===== config.mk =====
export PLATFORM = sky130hd
export DESIGN_NAME = da_dot_product
export DESIGN_NICKNAME = d
export VERILOG_FILES = /design/src/rtl/da_pkg.sv /design/src/rtl/da_bit_sequencer.sv /design/src/rtl/da_subset_rom.sv /design/src/rtl/da_scaling_acc.sv /design/src/rtl/da_dot_product.sv
export SDC_FILE = /design/constraint.sdc
export NUM_CORES = 1
export LEC_CHECK = 0
export BUFFER_PORTS_ARGS = -buffer_cell sky130_fd_sc_hd__buf_2
export CAP_MARGIN = 20
export CORE_UTILIZATION = 54
export CTS_BUF_LIST = sky130_fd_sc_hd__clkbuf_2 sky130_fd_sc_hd__clkbuf_4 sky130_fd_sc_hd__clkbuf_8
export CTS_CLUSTER_SIZE = 25
export DETAILED_ROUTE_END_ITERATION = 16
export PLACE_DENSITY = 0.78
export RECOVER_POWER = 50
export REMOVE_ABC_BUFFERS = 1
export SYNTH_ARGS = -nofsm -noshare
export SYNTH_HDL_FRONTEND = slang
export SYNTH_HIERARCHICAL = 1
export SYNTH_SLANG_ARGS = --single-unit

===== constraint.sdc =====
create_clock -name clk -period 3.55 [get_ports clk]
set_clock_uncertainty 0.1 [all_clocks]
set_input_delay 0.71 -clock clk [delete_from_list [all_inputs] [get_ports clk]]
set_output_delay 0.71 -clock clk [all_outputs]
set_load 0.01 [all_outputs]

===== src/rtl/da_pkg.sv =====
package da_pkg;
  // exact width of the product sum
  function automatic int res_width(int cw, int k, int n);
    return cw + $clog2(k) + n;
  endfunction

  // width of one table entry, one spare bit for the negated half
  function automatic int entry_width(int cw, int k);
    return cw + $clog2(k) + 1;
  endfunction
endpackage


===== src/rtl/da_bit_sequencer.sv =====
module da_bit_sequencer #(
  parameter int N = 8
) (
  input  logic clk,
  input  logic rst,
  input  logic start,
  output logic busy,
  output logic sign_slot,
  output logic done_q
);
  localparam int CNTW = (N > 1) ? $clog2(N) : 1;
  localparam logic [CNTW-1:0] LAST = CNTW'(N - 1);

  logic [CNTW-1:0] slot_cnt;

  assign sign_slot = busy && (slot_cnt == LAST);

  always_ff @(posedge clk) begin
    if (rst) begin
      busy     <= 1'b0;
      slot_cnt <= '0;
      done_q   <= 1'b0;
    end else begin
      done_q <= sign_slot && !start;
      if (start) begin
        busy     <= 1'b1;
        slot_cnt <= '0;
      end else if (busy) begin
        if (slot_cnt == LAST) begin
          busy     <= 1'b0;
          slot_cnt <= '0;
        end else begin
          slot_cnt <= slot_cnt + 1'b1;
        end
      end
    end
  end
endmodule


===== src/rtl/da_subset_rom.sv =====
module da_subset_rom import da_pkg::*; #(
  parameter int K  = 4,
  parameter int CW = 8,
  parameter logic [K*CW-1:0] WEIGHTS = '0,
  localparam int TW    = entry_width(CW, K),
  localparam int DEPTH = 2 ** (K + 1)
) (
  input  logic [K:0]           addr,
  output logic signed [TW-1:0] entry
);
  function automatic logic signed [TW-1:0] subset_value(int a);
    logic signed [TW-1:0] acc;
    acc = '0;
    for (int k = 0; k < K; k++) begin
      if (a[k]) acc = acc + TW'($signed(WEIGHTS[k*CW +: CW]));
    end
    if (a[K]) acc = -acc;
    return acc;
  endfunction

  logic signed [TW-1:0] table_q [DEPTH];

  for (genvar i = 0; i < DEPTH; i++) begin : g_entry
    localparam logic signed [TW-1:0] VAL = subset_value(i);
    assign table_q[i] = VAL;
  end

  assign entry = table_q[addr];
endmodule


===== src/rtl/da_scaling_acc.sv =====
module da_scaling_acc #(
  parameter int N    = 8,
  parameter int TW   = 11,
  parameter int ACCW = 20
) (
  input  logic                   clk,
  input  logic                   rst,
  input  logic                   clear,
  input  logic                   step,
  input  logic                   sign_slot,
  input  logic signed [TW-1:0]   entry,
  output logic signed [ACCW-1:0] acc
);
  // entry aligned to the binary point of the running sum
  function automatic logic signed [ACCW-1:0] align(logic signed [TW-1:0] e);
    logic signed [ACCW-1:0] w;
    w = ACCW'(e);
    return w <<< (N - 1);
  endfunction

  // one slot: halve after adding, except in the sign slot
  function automatic logic signed [ACCW-1:0] next_sum(
    logic signed [ACCW-1:0] cur, logic signed [TW-1:0] e, logic is_sign);
    logic signed [ACCW-1:0] s;
    s = cur + align(e);
    return is_sign ? s : (s >>> 1);
  endfunction

  always_ff @(posedge clk) begin
    if (rst || clear) acc <= '0;
    else if (step)    acc <= next_sum(acc, entry, sign_slot);
  end
endmodule


===== src/rtl/da_dot_product.sv =====
module da_dot_product import da_pkg::*; #(
  parameter int K  = 4,
  parameter int N  = 8,
  parameter int CW = 8,
  parameter logic [K*CW-1:0] WEIGHTS = 32'h80_7F_A6_25,
  localparam int RW = res_width(CW, K, N)
) (
  input  logic          clk,
  input  logic          rst,
  input  logic          start,
  input  logic [K-1:0]  bits_in,
  output logic [RW-1:0] result,
  output logic          result_valid
);
  localparam int TW   = entry_width(CW, K);
  localparam int ACCW = RW + 1;

  logic                   busy;
  logic                   sign_slot;
  logic signed [TW-1:0]   entry;
  logic signed [ACCW-1:0] acc;
  logic [ACCW-1:RW]       acc_top;

  da_bit_sequencer #(.N(N)) u_seq (
    .clk(clk), .rst(rst), .start(start),
    .busy(busy), .sign_slot(sign_slot), .done_q(result_valid)
  );

  da_subset_rom #(.K(K), .CW(CW), .WEIGHTS(WEIGHTS)) u_rom (
    .addr({sign_slot, bits_in}), .entry(entry)
  );

  da_scaling_acc #(.N(N), .TW(TW), .ACCW(ACCW)) u_acc (
    .clk(clk), .rst(rst), .clear(start), .step(busy),
    .sign_slot(sign_slot), .entry(entry), .acc(acc)
  );

  // the spare top bit only guards intermediate sums
  assign result  = acc[RW-1:0];
  assign acc_top = acc[ACCW-1:RW];
endmodule


# --- Word-level counts from Yosys, hierarchy flattened ---
# Memories as Yosys holds them, arrays and structs flattened.
# Index checks and enable logic that the tools add are counted.
word_totals:
  regBits: 24
  mem_bits_ro: 352
  in_bits: 7
  wordCells: 22
  n_memories: 1
memory_table:
  columns: ["memory", "words", "width", "read_ports", "rd_ports_with_merged_regs", "wr", "line", "source"]
  rows:
  - ["(name not given)", 32, 11, 1, 0, 0, "da_subset_rom.sv:28", "assign entry = table_q[addr];"]
classes:
  add_sub_neg: 2
  magnitude_cmp: 1
  n_eq_ne: 1
  mux: 7
  bitwise_logic: 1
  reduce_logical: 5
ops:
  columns: ["operator", "count"]
  rows:
  - ["$mux W11", 2]
  - ["$add A19 B18 Y19", 1]
  - ["$mux W18", 1]
  - ["$ge A6 B6 Y1 const B", 1]
  - ["$not A5 Y6", 1]
  - ["$add A3 B1 Y3 const B", 1]
  - ["$eq A3 B3 Y1 const B", 1]
  - ["$mux W1", 3]
  - ["$mux W3", 1]
  - ["$logic_and A1 B1 Y1", 2]
  - ["$reduce_or A2 Y1", 1]
  - ["$logic_not A1 Y1", 1]
  - ["$logic_or A1 B1 Y1", 1]

# --- Longest topological paths before layout ---
# Gate-level depths: netlist (run 1).
logic_depth:
  ltp_word: 8
  ltp_mapped: 15
  ltp_nobuf: 14

# --- Cells and area by module ---
# Netlist (run 1), hierarchy kept.
modules_own_cells:
  columns: ["module", "n_inst", "cells_per_inst", "area_per_inst_um2"]
  rows:
  - ["da_scaling_acc", 1, 166, 1370.1]
  - ["da_subset_rom", 1, 48, 370.4]
  - ["da_bit_sequencer", 1, 21, 231.5]

# --- Worst setup path after synthesis (run 1) ---
# OpenSTA, ideal clock, no wires.
synth_path:
  kind: "reg2reg"
  from: "register u_seq.slot_cnt[0]"
  to: "register u_acc.acc[17]"
  setup_ns: 0.069
  arrival_ns: 3.492
  required_time_ns: 3.381
  path_slack_ns: -0.111
  path_stages_with_launch: 16
  path_buffers: 1
  period_less_slack_ns: 3.661
  path_cell_list: "dfxtp_1 -> ha_1 -> ha_1 -> and2_1 -> buf_6 -> or4b_4 -> o211ai_2 -> o21ai_2 -> ha_1 -> fa_1 -> a211oi_2 -> o21bai_2 -> a2111oi_4 -> o21ai_1 -> a31o_1 -> o21ai_1"
synth_between:
  elab_chain_len: 8
synth_lines:
  columns: ["element", "line", "source"]
  rows:
  - ["start: declaration", "da_bit_sequencer.sv:14", "logic [CNTW-1:0] slot_cnt;"]
  - ["start signal: assignment", "da_bit_sequencer.sv:33", "slot_cnt <= slot_cnt + 1'b1;"]
  - ["$eq A3 B3 Y1", "da_bit_sequencer.sv:16", "assign sign_slot = busy && (slot_cnt == LAST);"]
  - ["$logic_and A1 B1 Y1", "da_bit_sequencer.sv:16", null]
  - ["via sign_slot", "da_dot_product.sv:19", "logic sign_slot;"]
  - ["$not A5 Y6 (not written as such)", "da_subset_rom.sv:28", null]
  - ["$mem_v2 Z32 W11", null, null]
  - ["$mux W11 (not written as such) (2 in series)", "da_subset_rom.sv:28", null]
  - ["via entry[0]", "da_dot_product.sv:20", "logic signed [TW-1:0] entry;"]
  - ["$add A19 B18 Y19", "da_scaling_acc.sv:25", "s = cur + align(e);"]
  - ["$mux W18", "da_scaling_acc.sv:26", "return is_sign ? s : (s >>> 1);"]
  - ["end signal: assignment", "da_scaling_acc.sv:31", "else if (step) acc <= next_sum(acc, entry, sign_slot);"]
  - ["end: declaration", "da_scaling_acc.sv:12", "output logic signed [ACCW-1:0] acc"]
# The timed path passes the listed nets, and every way through them passes these cells. The select of a mux whose other input is x is not followed.
# A chain may end at the register's enable or synchronous reset.

# --- Worst setup path after layout (run 1) ---
layout_path:
  from: "register u_seq.slot_cnt[0]"
  to: "register u_acc.acc[16]"
# Same word-level chain as after synthesis.

==> flow_metrics.env, run 1 <==
export IMPL_antennaDiodeCount=0
export IMPL_min_path_cells=2
export IMPL_synth_commonest_cells="nand2_1, dfxtp_1, nor2_1"
export IMPL_hold_end="u_acc/acc[0]$_SDFFE_PP0P_"
export IMPL_dr_pass1_iters=4
export IMPL_grt_pass1_wl_mm=7.665
export IMPL_clock_sinks=24
export IMPL_seq_power_share=0.399
export IMPL_power_share_clock=0.283
export IMPL_cp_required_ns=3.68
export IMPL_synth_edf_count=0
export IMPL_cp_end_kind="register"
export IMPL_crit_reg2reg_launch="u_seq/slot_cnt[0]$_SDFFE_PP0P_"
export IMPL_outcome="completed"
export IMPL_gp_congestion=0.9031
export IMPL_clk_pin_slew_ns=0.14
export IMPL_cts_hold_buf=0
export IMPL_p_leak_uw=0.001038
export IMPL_max_stage_delay_ns=0.47
export IMPL_netlist_instances=235
export IMPL_timing_rr_end="u_acc/acc[16]$_SDFFE_PP0P_"
export IMPL_cp_arrival_ns=3.60
export IMPL_synth_distinct_cells=56
export IMPL_startpoint_type="register"
export IMPL_grt_max_degree=30
export IMPL_drtIter0Drc=112
export IMPL_fill_cells=276
export IMPL_cts_tree="yes"
export IMPL_timing_final_ws_setup_ns=0.07785
export IMPL_period_share=0.9781
export IMPL_drc=0
export IMPL_crit_top_cell="ha_4"
export IMPL_ys_seq_area_frac=0.2437
export IMPL_die_area_mm2=0.003898
export IMPL_synth_area_mm2=0.001972
export IMPL_crit_fanout=2
export IMPL_track_usage=0.2434
export IMPL_synth_seq_cells=24
export IMPL_place_ws_ns=-0.2973
export IMPL_internal_power_uw=494.2
export IMPL_routed_wl_mm=4.677
export IMPL_synth_avg_cell_area_um2=8.391
export IMPL_cts_buffers=3
export IMPL_via_count=1841
export IMPL_power_density_mw_per_mm2=299.4
export IMPL_hold_violations=0
export IMPL_p_comb_frac=0.319
export IMPL_start_util=0.5773
export IMPL_yosys_warnings=6
export IMPL_power_switching_uw=220.2
export IMPL_post_dp_cell_area_mm2=0.002250
export IMPL_grt_remaining_overflow=0
export IMPL_r2r_slack_ns=0.08
export IMPL_crit_path_top_delay_cell="or4b_4"
export IMPL_slew_headroom=0.4756
export IMPL_rr_worst_depth=14
export IMPL_port_buffers=25
export IMPL_final_nets=305
export IMPL_peakVddDrop_uv=253.5
export IMPL_detail_route_vias_per_cell=5.717
export IMPL_htree_levels=1
export IMPL_worstMarginPinSlew_ns=0.7850
export IMPL_setup_tns_ns=0
export IMPL_synth_top_area_frac=0.2437
export IMPL_ant_nets=0
export IMPL_switching_share=0.3082
export IMPL_clock_path_buffers=2
export IMPL_dp_hpwl_mm=3.344
export IMPL_pin_count=26
export IMPL_stdcell_area_mm2=0.002386
export IMPL_rows=21
export IMPL_wl_per_cell_um=14.52
export IMPL_post_route_min_period_ns=3.472
export IMPL_rsz0062_at_grt="yes"
export IMPL_criticalPathCategory="reg2reg"
export IMPL_finalSetupViolCount=0
export IMPL_maxSlewViolCount=0
export IMPL_first_global_vias=1700
export IMPL_core_area_mm2=0.003416
export IMPL_place_inst=315
export IMPL_root_buffer="clkbuf_4"
export IMPL_crit_path_cell_trace="ha_4, ha_4, and2_4, or4b_4, o211ai_2, o21ai_2, ha_2, fa_2, a211oi_2, o21bai_2, a2111oi_4, or3_4, a31oi_4, o21a_1"
export IMPL_async_reset_ff_frac=0
export IMPL_drive_above_1_share=0.3007
export IMPL_antenna_found_initial=0
export IMPL_yosysMostFrequentCell="nand2_1"
export IMPL_fin_cells=322
export IMPL_syn2layout_area_growth_pct=21.00
export IMPL_ys_flop_type="dfxtp_1"
export IMPL_fmax_mhz=288.0
export IMPL_maxCapViolations=0
export IMPL_min_delay_start="u_acc/acc[0]$_SDFFE_PP0P_"
export IMPL_synth_top_area_cell="dfxtp_1"
export IMPL_synthTopCellsByArea="dfxtp_1, ha_1, nand2_1"
export IMPL_hold_class="reg2reg"
export IMPL_clkLatencyLatePin_ns=0.32
export IMPL_die_height_um=62.43
export IMPL_die_x_um=62.43
==> timing repair <==
action,CTS,global route
gates resized for setup,4,9
pin swaps,5,11
setup buffers,1,2
endpoints found under the setup margin,3,5
==> cells by family after synthesis <==
logic type                 count (synthesis)  synth area share
AOI/OAI and AO/OA                         72            0.2671
buffers and inverters                     22           0.05266
muxes                                     10           0.06091
DFF                                       24            0.2437
xor gates and xnor gates                  10           0.04442
adders and majority gates                 22            0.1421
and+or+nand+nor                           75            0.1891
==> per-stage QoR <==
step | total power, uW | hold slack [ns] | utilization
4_1_cts | 711.1 | 0.3704 | 0.6788
5_1_grt | 757.6 | 0.3946 | 0.6985
3_3_place_gp | 500.5 | 0.3403 | 0.6586
6_report | 714.4 | 0.3657 | 0.6985
2_1_floorplan | 434.2 | 0.3499 | -
3_5_place_dp | 505.8 | 0.3507 | 0.6586
==> flip-flops by register name, indices dropped and copies added (netlist names) <==
signal,count
u_seq/busy,1
u_acc/acc,19
u_seq/slot_cnt,3
u_seq/done_q,1
==> cell usage in the layout (no fill, tap or decap), types with 2 or more instances in the layout <==
cell type,instances
a211oi_1,5
a211oi_2,4
a21o_1,3
a21oi_1,19
a31o_1,2
buf_2,25
buf_4,25
clkbuf_4,3
dfxtp_1,22
dfxtp_2,2
ha_1,16
ha_2,2
ha_4,2
inv_1,9
mux2_2,2
mux2i_1,6
nand2_1,27
nand2b_1,7
nand3_1,2
nand3b_1,3
nor2_1,21
nor2b_1,2
nor3b_1,2
o2111ai_1,5
o21ai_0,11
o21ai_1,4
o21ai_2,2
o21bai_2,2
o22ai_1,2
or2b_1,2
xnor2_1,8
xor2_1,2
==> metal layers <==
layer | GRT usage | wire [um] | vias up | share of wire
met4 | 0.05233 | 28 | 0 | 0.0060
met2 | 0.4130 | 2171 | 42 | 0.46
met5 | 0 | 0 | - | 0
met3 | 0.04927 | 188 | 4 | 0.040
met1 | 0.3167 | 2289 | 865 | 0.49
li1 | - | - | 930 | -
==> worst max-delay path, delay by kind of cell (launching register included) <==
| kind | cells | cell delay [ns] |
|---|---|---|
| fa+ha+maj | 4 | 0.86 |
| compound gates | 7 | 1.21 |
| flops | 1 | 0.37 |
| simple gates | 3 | 0.83 |
==> layout make-up <==
class	instances	area, um^2	area share
multi-input cells	189	1446	0.6062
flip-flops and latches	24	483.0	0.2024
repair buffers	50	312.8	0.1311
well taps	46	57.56	0.02412
inverters	9	33.78	0.01416
clock inverters	1	30.03	0.01259
clock buffers	3	22.52	0.009439
==> power by group through the flow <==
| stage | Clock (uW) | Sequential (uW) | Combinational [uW] |
|---|---|---|---|
| 2_1_floorplan | 0 | 295 | 139 |
| 3_3_place_gp | 0 | 290 | 211 |
| 3_5_place_dp | 0 | 290 | 216 |
| 4_1_cts | 208 | 284 | 219 |
| 5_1_grt | 220 | 286 | 251 |
| 6_report | 202 | 285 | 228 |
==> how the worst max path moves through the flow <==
| stage | from | to | slack [ns] | depth (start not counted) |
|---|---|---|---|---|
| finish | u_seq/slot_cnt[0]$_SDFFE_PP0P_ | u_acc/acc[16]$_SDFFE_PP0P_ | 0.08 | 14 |
| global route | u_seq/slot_cnt[0]$_SDFFE_PP0P_ | u_acc/acc[16]$_SDFFE_PP0P_ | -0.04 | 14 |
| CTS | u_seq/slot_cnt[0]$_SDFFE_PP0P_ | u_acc/acc[17]$_SDFFE_PP0P_ | 0.002 | 14 |
| detailed placement | bits_in[1] | u_acc/acc[17]$_SDFFE_PP0P_ | -0.30 | 14 |
| global placement | bits_in[1] | u_acc/acc[17]$_SDFFE_PP0P_ | -0.19 | 14 |
| floorplan | u_seq/slot_cnt[0]$_SDFFE_PP0P_ | u_acc/acc[17]$_SDFFE_PP0P_ | -0.31 | 14 |
(Power assumes the default switching activity.)
==> run 2: changes to the inputs <==
Settings changed: CORE_UTILIZATION 54 to 52, CTS_BUF_LIST sky130_fd_sc_hd__clkbuf_2 sky130_fd_sc_hd__clkbuf_4 sky130_fd_sc_hd__clkbuf_8 to sky130_fd_sc_hd__clkbuf_8 sky130_fd_sc_hd__clkbuf_16, PLACE_DENSITY 0.78 to 0.76, REMOVE_ABC_BUFFERS 1 to not set, SLEW_MARGIN set to 40.
==> run 2 against run 1 <==
Total power fell by 2.9%. Cell area down 1.4%. Cell count down 0.93%. Worst hold slack got worse by 0.0064 ns. Clock power down 8%. Clock-buffer cell count increased by 1. Non-clock buffer count shrank 5. Worst setup slack got worse by 0.029 ns. Maximum frequency fell by 0.82%. Die area increased by 3.7%. Highest routed layer unchanged.
==> flow_metrics.env, run 2 (synthesized netlist as in run 1, its figures left out) <==
export IMPL_cts_tree="yes"
export IMPL_layout_commonest_cell="nand2_1"
export IMPL_clock_sinks=24
export IMPL_crit_path_cell_trace="buf_2, inv_1, ha_1, or4b_4, o211ai_2, o21ai_2, ha_2, fa_2, a211oi_4, o21bai_2, a2111oi_4, or3_4, a31oi_4, o21a_1"
export IMPL_crit_fanout=3
export IMPL_syn2layout_area_growth_pct=19.29
export IMPL_dr_pass1_iters=4
export IMPL_layout_common_cells="nand2_1, dfxtp_1, nor2_1"
export IMPL_min_path_cells=2
export IMPL_cp_arrival_ns=3.57
export IMPL_cp_end_kind="register"
export IMPL_via_count=1876
export IMPL_power_density_mw_per_mm2=294.9
export IMPL_period_share=0.9862
export IMPL_post_route_util=0.6425
export IMPL_p_leak_uw=0.0009460
export IMPL_wl_per_cell_um=15.10
export IMPL_clkLatencyLatePin_ns=0.26
export IMPL_final_nets=300
export IMPL_die_x_um=63.58
export IMPL_dp_hpwl_mm=3.338
export IMPL_maxCapViolations=0
export IMPL_grt_remaining_overflow=0
export IMPL_grt_max_degree=30
export IMPL_die_height_um=63.58
export IMPL_crit_path_top_delay_cell="or4b_4"
export IMPL_core_area_mm2=0.003661
export IMPL_first_global_vias=1686
export IMPL_rows=22
export IMPL_top_register="u_acc/acc"
export IMPL_root_buffer="clkbuf_8"
export IMPL_place_inst=312
export IMPL_rr_worst_depth=14
export IMPL_gp_congestion=0.8899
export IMPL_hold_end="u_acc/acc[0]$_SDFFE_PP0P_"
export IMPL_largestRegisters="u_acc/acc (19), u_seq/slot_cnt (3)"
export IMPL_maxSlewViolCount=0
export IMPL_cts_hold_buf=0
export IMPL_post_dp_cell_area_mm2=0.002220
export IMPL_antenna_found_initial=0
export IMPL_startpoint_type="primary input"
export IMPL_r2r_slack_ns=0.06
export IMPL_timing_final_ws_setup_ns=0.04903
export IMPL_largest_reg_flops=19
export IMPL_antennaDiodeCount=0
export IMPL_track_usage=0.2380
export IMPL_slew_headroom=0.4838
export IMPL_peakVddDrop_uv=237.4
export IMPL_htree_levels=1
export IMPL_cp_required_ns=3.62
export IMPL_die_area_mm2=0.004042
export IMPL_finalSetupViolCount=0
export IMPL_pin_count=26
export IMPL_clock_path_buffers=2
export IMPL_hold_violations=0
export IMPL_outcome="completed"
export IMPL_grt_pass1_wl_mm=7.603
export IMPL_drive_above_1_share=0.2362
export IMPL_clk_pin_slew_ns=0.08
export IMPL_cts_buffers=3
export IMPL_stdcell_area_mm2=0.002352
export IMPL_ant_nets=0
export IMPL_worstMarginPinSlew_ns=0.7727
export IMPL_crit_reg2reg_launch="u_seq/slot_cnt[1]$_SDFFE_PP0P_"
export IMPL_fin_cells=319
export IMPL_timing_rr_end="u_acc/acc[16]$_SDFFE_PP0P_"
export IMPL_port_buffers=25
export IMPL_fmax_mhz=285.6
export IMPL_place_ws_ns=-0.1580
export IMPL_min_delay_start="u_acc/acc[0]$_SDFFE_PP0P_"
export IMPL_max_stage_delay_ns=0.51
export IMPL_routed_wl_mm=4.817
export IMPL_hold_class="reg2reg"
export IMPL_p_total_uw=693.6
export IMPL_start_util=0.5386
export IMPL_drtIter0Drc=129
export IMPL_syn_nets=263
export IMPL_criticalPathCategory="in2reg"
export IMPL_post_route_min_period_ns=3.501
export IMPL_detail_route_vias_per_cell=5.881
export IMPL_drc=0
[run 2: changes by cell type in the layout (fill, tap and decap cells not counted), sizes merged]
cell	previous run	this run
buf	50	27
bufinv	1	0
clkbuf	3	22
[run 2: area by class of cell]
type / instances / area, um^2
Multi-Input combinational cell: 189 / 1460
Fill cell: 323 / 1309
Sequential cell: 24 / 483.0
Timing Repair Buffer: 45 / 260.3
Tap cell: 48 / 60.06
Clock buffer: 4 / 55.05
Inverter: 9 / 33.78
[run 2: worst max path at each step]
stage,start,cells after the start,slack (ns),end
floorplan,u_seq/slot_cnt[0]$_SDFFE_PP0P_,15,0.0006,u_acc/acc[17]$_SDFFE_PP0P_
CTS,u_seq/slot_cnt[0]$_SDFFE_PP0P_,15,-0.01,u_acc/acc[12]$_SDFFE_PP0P_
finish,bits_in[0],14,0.05,u_acc/acc[16]$_SDFFE_PP0P_
global placement,bits_in[0],14,-0.10,u_acc/acc[17]$_SDFFE_PP0P_
global route,bits_in[0],14,-0.03,u_acc/acc[16]$_SDFFE_PP0P_
detailed placement,bits_in[1],14,-0.16,u_acc/acc[17]$_SDFFE_PP0P_
[run 2: critical path: cells and delay by family]
| kind | cells | cell delay [ns] |
|---|---|---|
| AO/OA/AOI/OAI | 7 | 1.19 |
| buffers and inverters | 2 | 0.15 |
| AND/OR/NAND/NOR | 2 | 0.73 |
| adder cells (fa/ha/maj) | 3 | 0.77 |
[run 2: per-layer routing]
metal | track usage | vias up | share of wire
li1 | - | 921 | -
met3 | 0.03804 | 6 | 0.040
met1 | 0.2826 | 900 | 0.43
met2 | 0.4348 | 49 | 0.51
met4 | 0.06534 | 0 | 0.012
met5 | 0 | - | 0
[run 2: metrics by stage]
step | setup TNS [ns] | hold slack [ns]
after global placement | -0.1913 | 0.3403
after global routing | -0.05146 | 0.3934
after detailed placement | -0.4106 | 0.3483
after CTS | -0.01124 | 0.3610
after floorplan | 0 | 0.3498
final | 0 | 0.3593
[run 2: timing repair]
| action | in CTS | in global routing |
|---|---|---|
| endpoints found under the setup margin | 2 | 8 |
| setup buffers | 1 | 2 |
| pin swaps | 4 | 13 |
| gates resized for setup | 0 | 17 |
| cloned | 0 | 0 |
[run 2: report_power, final]
part	total [uW]	switching (uW)	leakage [uW]	internal (uW)
clock network	186	87.5	0.0000288	99.0
logic	223	129	0.000721	94.3
registers	284	6.97	0.000196	277
==> run 3: changes to the inputs <==
Settings changed: CORE_UTILIZATION 52 to 25, CTS_CLUSTER_DIAMETER set to 100, PLACE_DENSITY 0.76 to not set.
==> run 3 against run 2 <==
Clock power down 13%. Clock-buffer cell count down 1. Total power down 3.7%. First-iteration DRC count down 12%. Via count down 4.3%. Sequential cell count unchanged. Worst setup slack better by 0.079 ns. Register-to-register slack better by 0.08 ns. Critical path type unchanged. Largest cell class unchanged.
==> flow_metrics.env, run 3 (synthesized netlist as in run 1, its figures left out) <==
export IMPL_cp_arrival_ns=3.49
export IMPL_crit_reg2reg_launch="u_seq/slot_cnt[1]$_SDFFE_PP0P_"
export IMPL_die_x_um=90.81
export IMPL_cp_num_buf_inv=2
export IMPL_cts_tree="yes"
export IMPL_die_height_um=90.81
export IMPL_timing_final_ws_setup_ns=0.1283
export IMPL_grt_busiest_layer="met2"
export IMPL_outcome="completed"
export IMPL_final_nets=303
export IMPL_layout_commonest_cell="nand2_1"
export IMPL_clk_pin_slew_ns=0.08
export IMPL_track_usage=0.1169
export IMPL_crit_top_cell="ha_2"
export IMPL_drive_above_1_share=0.2198
export IMPL_cts_hold_buf=0
export IMPL_via_count=1795
export IMPL_crit_fanout=4
export IMPL_maxCapViolations=0
export IMPL_setup_tns_ns=0
export IMPL_core_area_mm2=0.007687
export IMPL_clock_path_buffers=2
export IMPL_start_util=0.2565
export IMPL_htree_levels=1
export IMPL_peakVddDrop_uv=138.9
export IMPL_worstMarginPinSlew_ns=1.082
export IMPL_maxSlewViolCount=0
export IMPL_top_register="u_acc/acc"
export IMPL_drc=0
export IMPL_p_leak_uw=0.0009487
export IMPL_criticalPathCategory="in2reg"
export IMPL_layout_common_cells="nand2_1, dfxtp_1, buf_4, nor2_1, a21oi_1"
export IMPL_post_route_min_period_ns=3.422
export IMPL_cp_end_kind="register"
export IMPL_regArea_um2=483.0
export IMPL_root_buffer="clkbuf_8"
export IMPL_startpoint_type="primary input"
export IMPL_gp_congestion=0.8869
export IMPL_hold_class="reg2reg"
export IMPL_dp_hpwl_mm=3.603
export IMPL_multi_input_area_mm2=0.001433
export IMPL_use_met1=0.1434
export IMPL_syn2layout_area_growth_pct=21.45
export IMPL_pin_count=26
export IMPL_routed_wl_mm=4.718
export IMPL_post_route_util=0.3115
export IMPL_largestRegisters="u_acc/acc (19), u_seq/slot_cnt (3)"
export IMPL_worst_path_dominant_cell_family="compound AO/OA/AOI/OAI gates"
export IMPL_dr_pass1_iters=5
export IMPL_slew_headroom=0.2788
export IMPL_grt_remaining_overflow=0
export IMPL_grt_use_met3=0.02189
export IMPL_die_area_mm2=0.008246
export IMPL_fmax_mhz=292.3
export IMPL_post_dp_cell_area_mm2=0.002317
export IMPL_max_stage_delay_ns=0.53
export IMPL_antennaDiodeCount=0
export IMPL_detail_route_vias_per_cell=4.787
export IMPL_crit_path_cell_trace="buf_2, inv_1, ha_2, or4b_4, o211ai_2, o21ai_2, ha_2, fa_2, a211oi_4, o21bai_2, a2111oi_4, or3_1, a31oi_1, o21a_1"
export IMPL_cp_required_ns=3.62
export IMPL_crit_path_top_delay_cell="or4b_4"
export IMPL_place_ws_ns=-0.1956
export IMPL_grt_pass1_wl_mm=8.010
export IMPL_finalSetupViolCount=0
export IMPL_port_buffers=25
export IMPL_clkLatencyLatePin_ns=0.26
export IMPL_min_delay_start="u_acc/acc[0]$_SDFFE_PP0P_"
export IMPL_hold_violations=0
export IMPL_ant_nets=0
export IMPL_antenna_found_initial=0
export IMPL_grt_max_degree=30
export IMPL_cp_startpoint="bits_in[1]"
export IMPL_first_global_vias=1673
export IMPL_cts_buffers=3
export IMPL_rows=32
export IMPL_fill_cells=819
export IMPL_syn_nets=263
export IMPL_grt_util_met2=0.2121
export IMPL_drtIter0Drc=113
export IMPL_wl_per_cell_um=12.58
export IMPL_power_density_mw_per_mm2=278.9
export IMPL_period_share=0.9638
export IMPL_clock_sinks=24
export IMPL_largest_reg_flops=19
export IMPL_stdcell_area_mm2=0.002395
-- run 3: layout make-up --
cell class	instances	share of cell area
Multi-Input combinational cell	189	0.5982
Clock buffer	3	0.01724
Tap cell	102	0.05329
Sequential cell	24	0.2017
Inverter	9	0.01411
Timing Repair Buffer	48	0.1155
-- run 3: report_power, final --
part	total, uW	leakage, uW	internal [uW]	switching (uW)
registers	286	0.000196	277	8.50
clock network	161	0.0000216	75.9	85.6
logic	221	0.000731	99.8	121
-- run 3: routing by layer --
| layer | up-vias | share of wire |
|---|---|---|
| met5 | - | 0 |
| li1 | 929 | - |
| met2 | 32 | 0.51 |
| met1 | 830 | 0.45 |
| met3 | 4 | 0.033 |
| met4 | 0 | 0.0095 |
-- run 3: tightest hold or removal path: cells and delay by family (launching register included) --
kind             cells  cell delay, ns
AO/OA/AOI/OAI        1            0.06
flip-flops           1            0.31
AND/OR/NAND/NOR      1            0.05
-- run 3: worst paths after layout --
kind | to | slack (ns) | cells after the start
min | u_acc/acc[0]$_SDFFE_PP0P_ | 0.36 | 2
max reg2reg | u_acc/acc[16]$_SDFFE_PP0P_ | 0.14 | 14
min reg2reg | u_acc/acc[0]$_SDFFE_PP0P_ | 0.36 | 2
max | u_acc/acc[16]$_SDFFE_PP0P_ | 0.13 | 14
-- run 3: stage by stage --
stage	hold WS [ns]	power, uW	cells
final	0.3615	667.9	375
after floorplan	0.3498	442.4	235
after global routing	0.3958	712.4	375
after CTS	0.3620	668.7	374
after detailed placement	0.3506	508.0	370
after global placement	0.3416	505.5	370
-- run 3: timing repair --
action	in CTS	in global routing
setup endpoints to repair	2	7
gates resized for setup	3	10
setup buffers	1	1
pin swaps	4	11
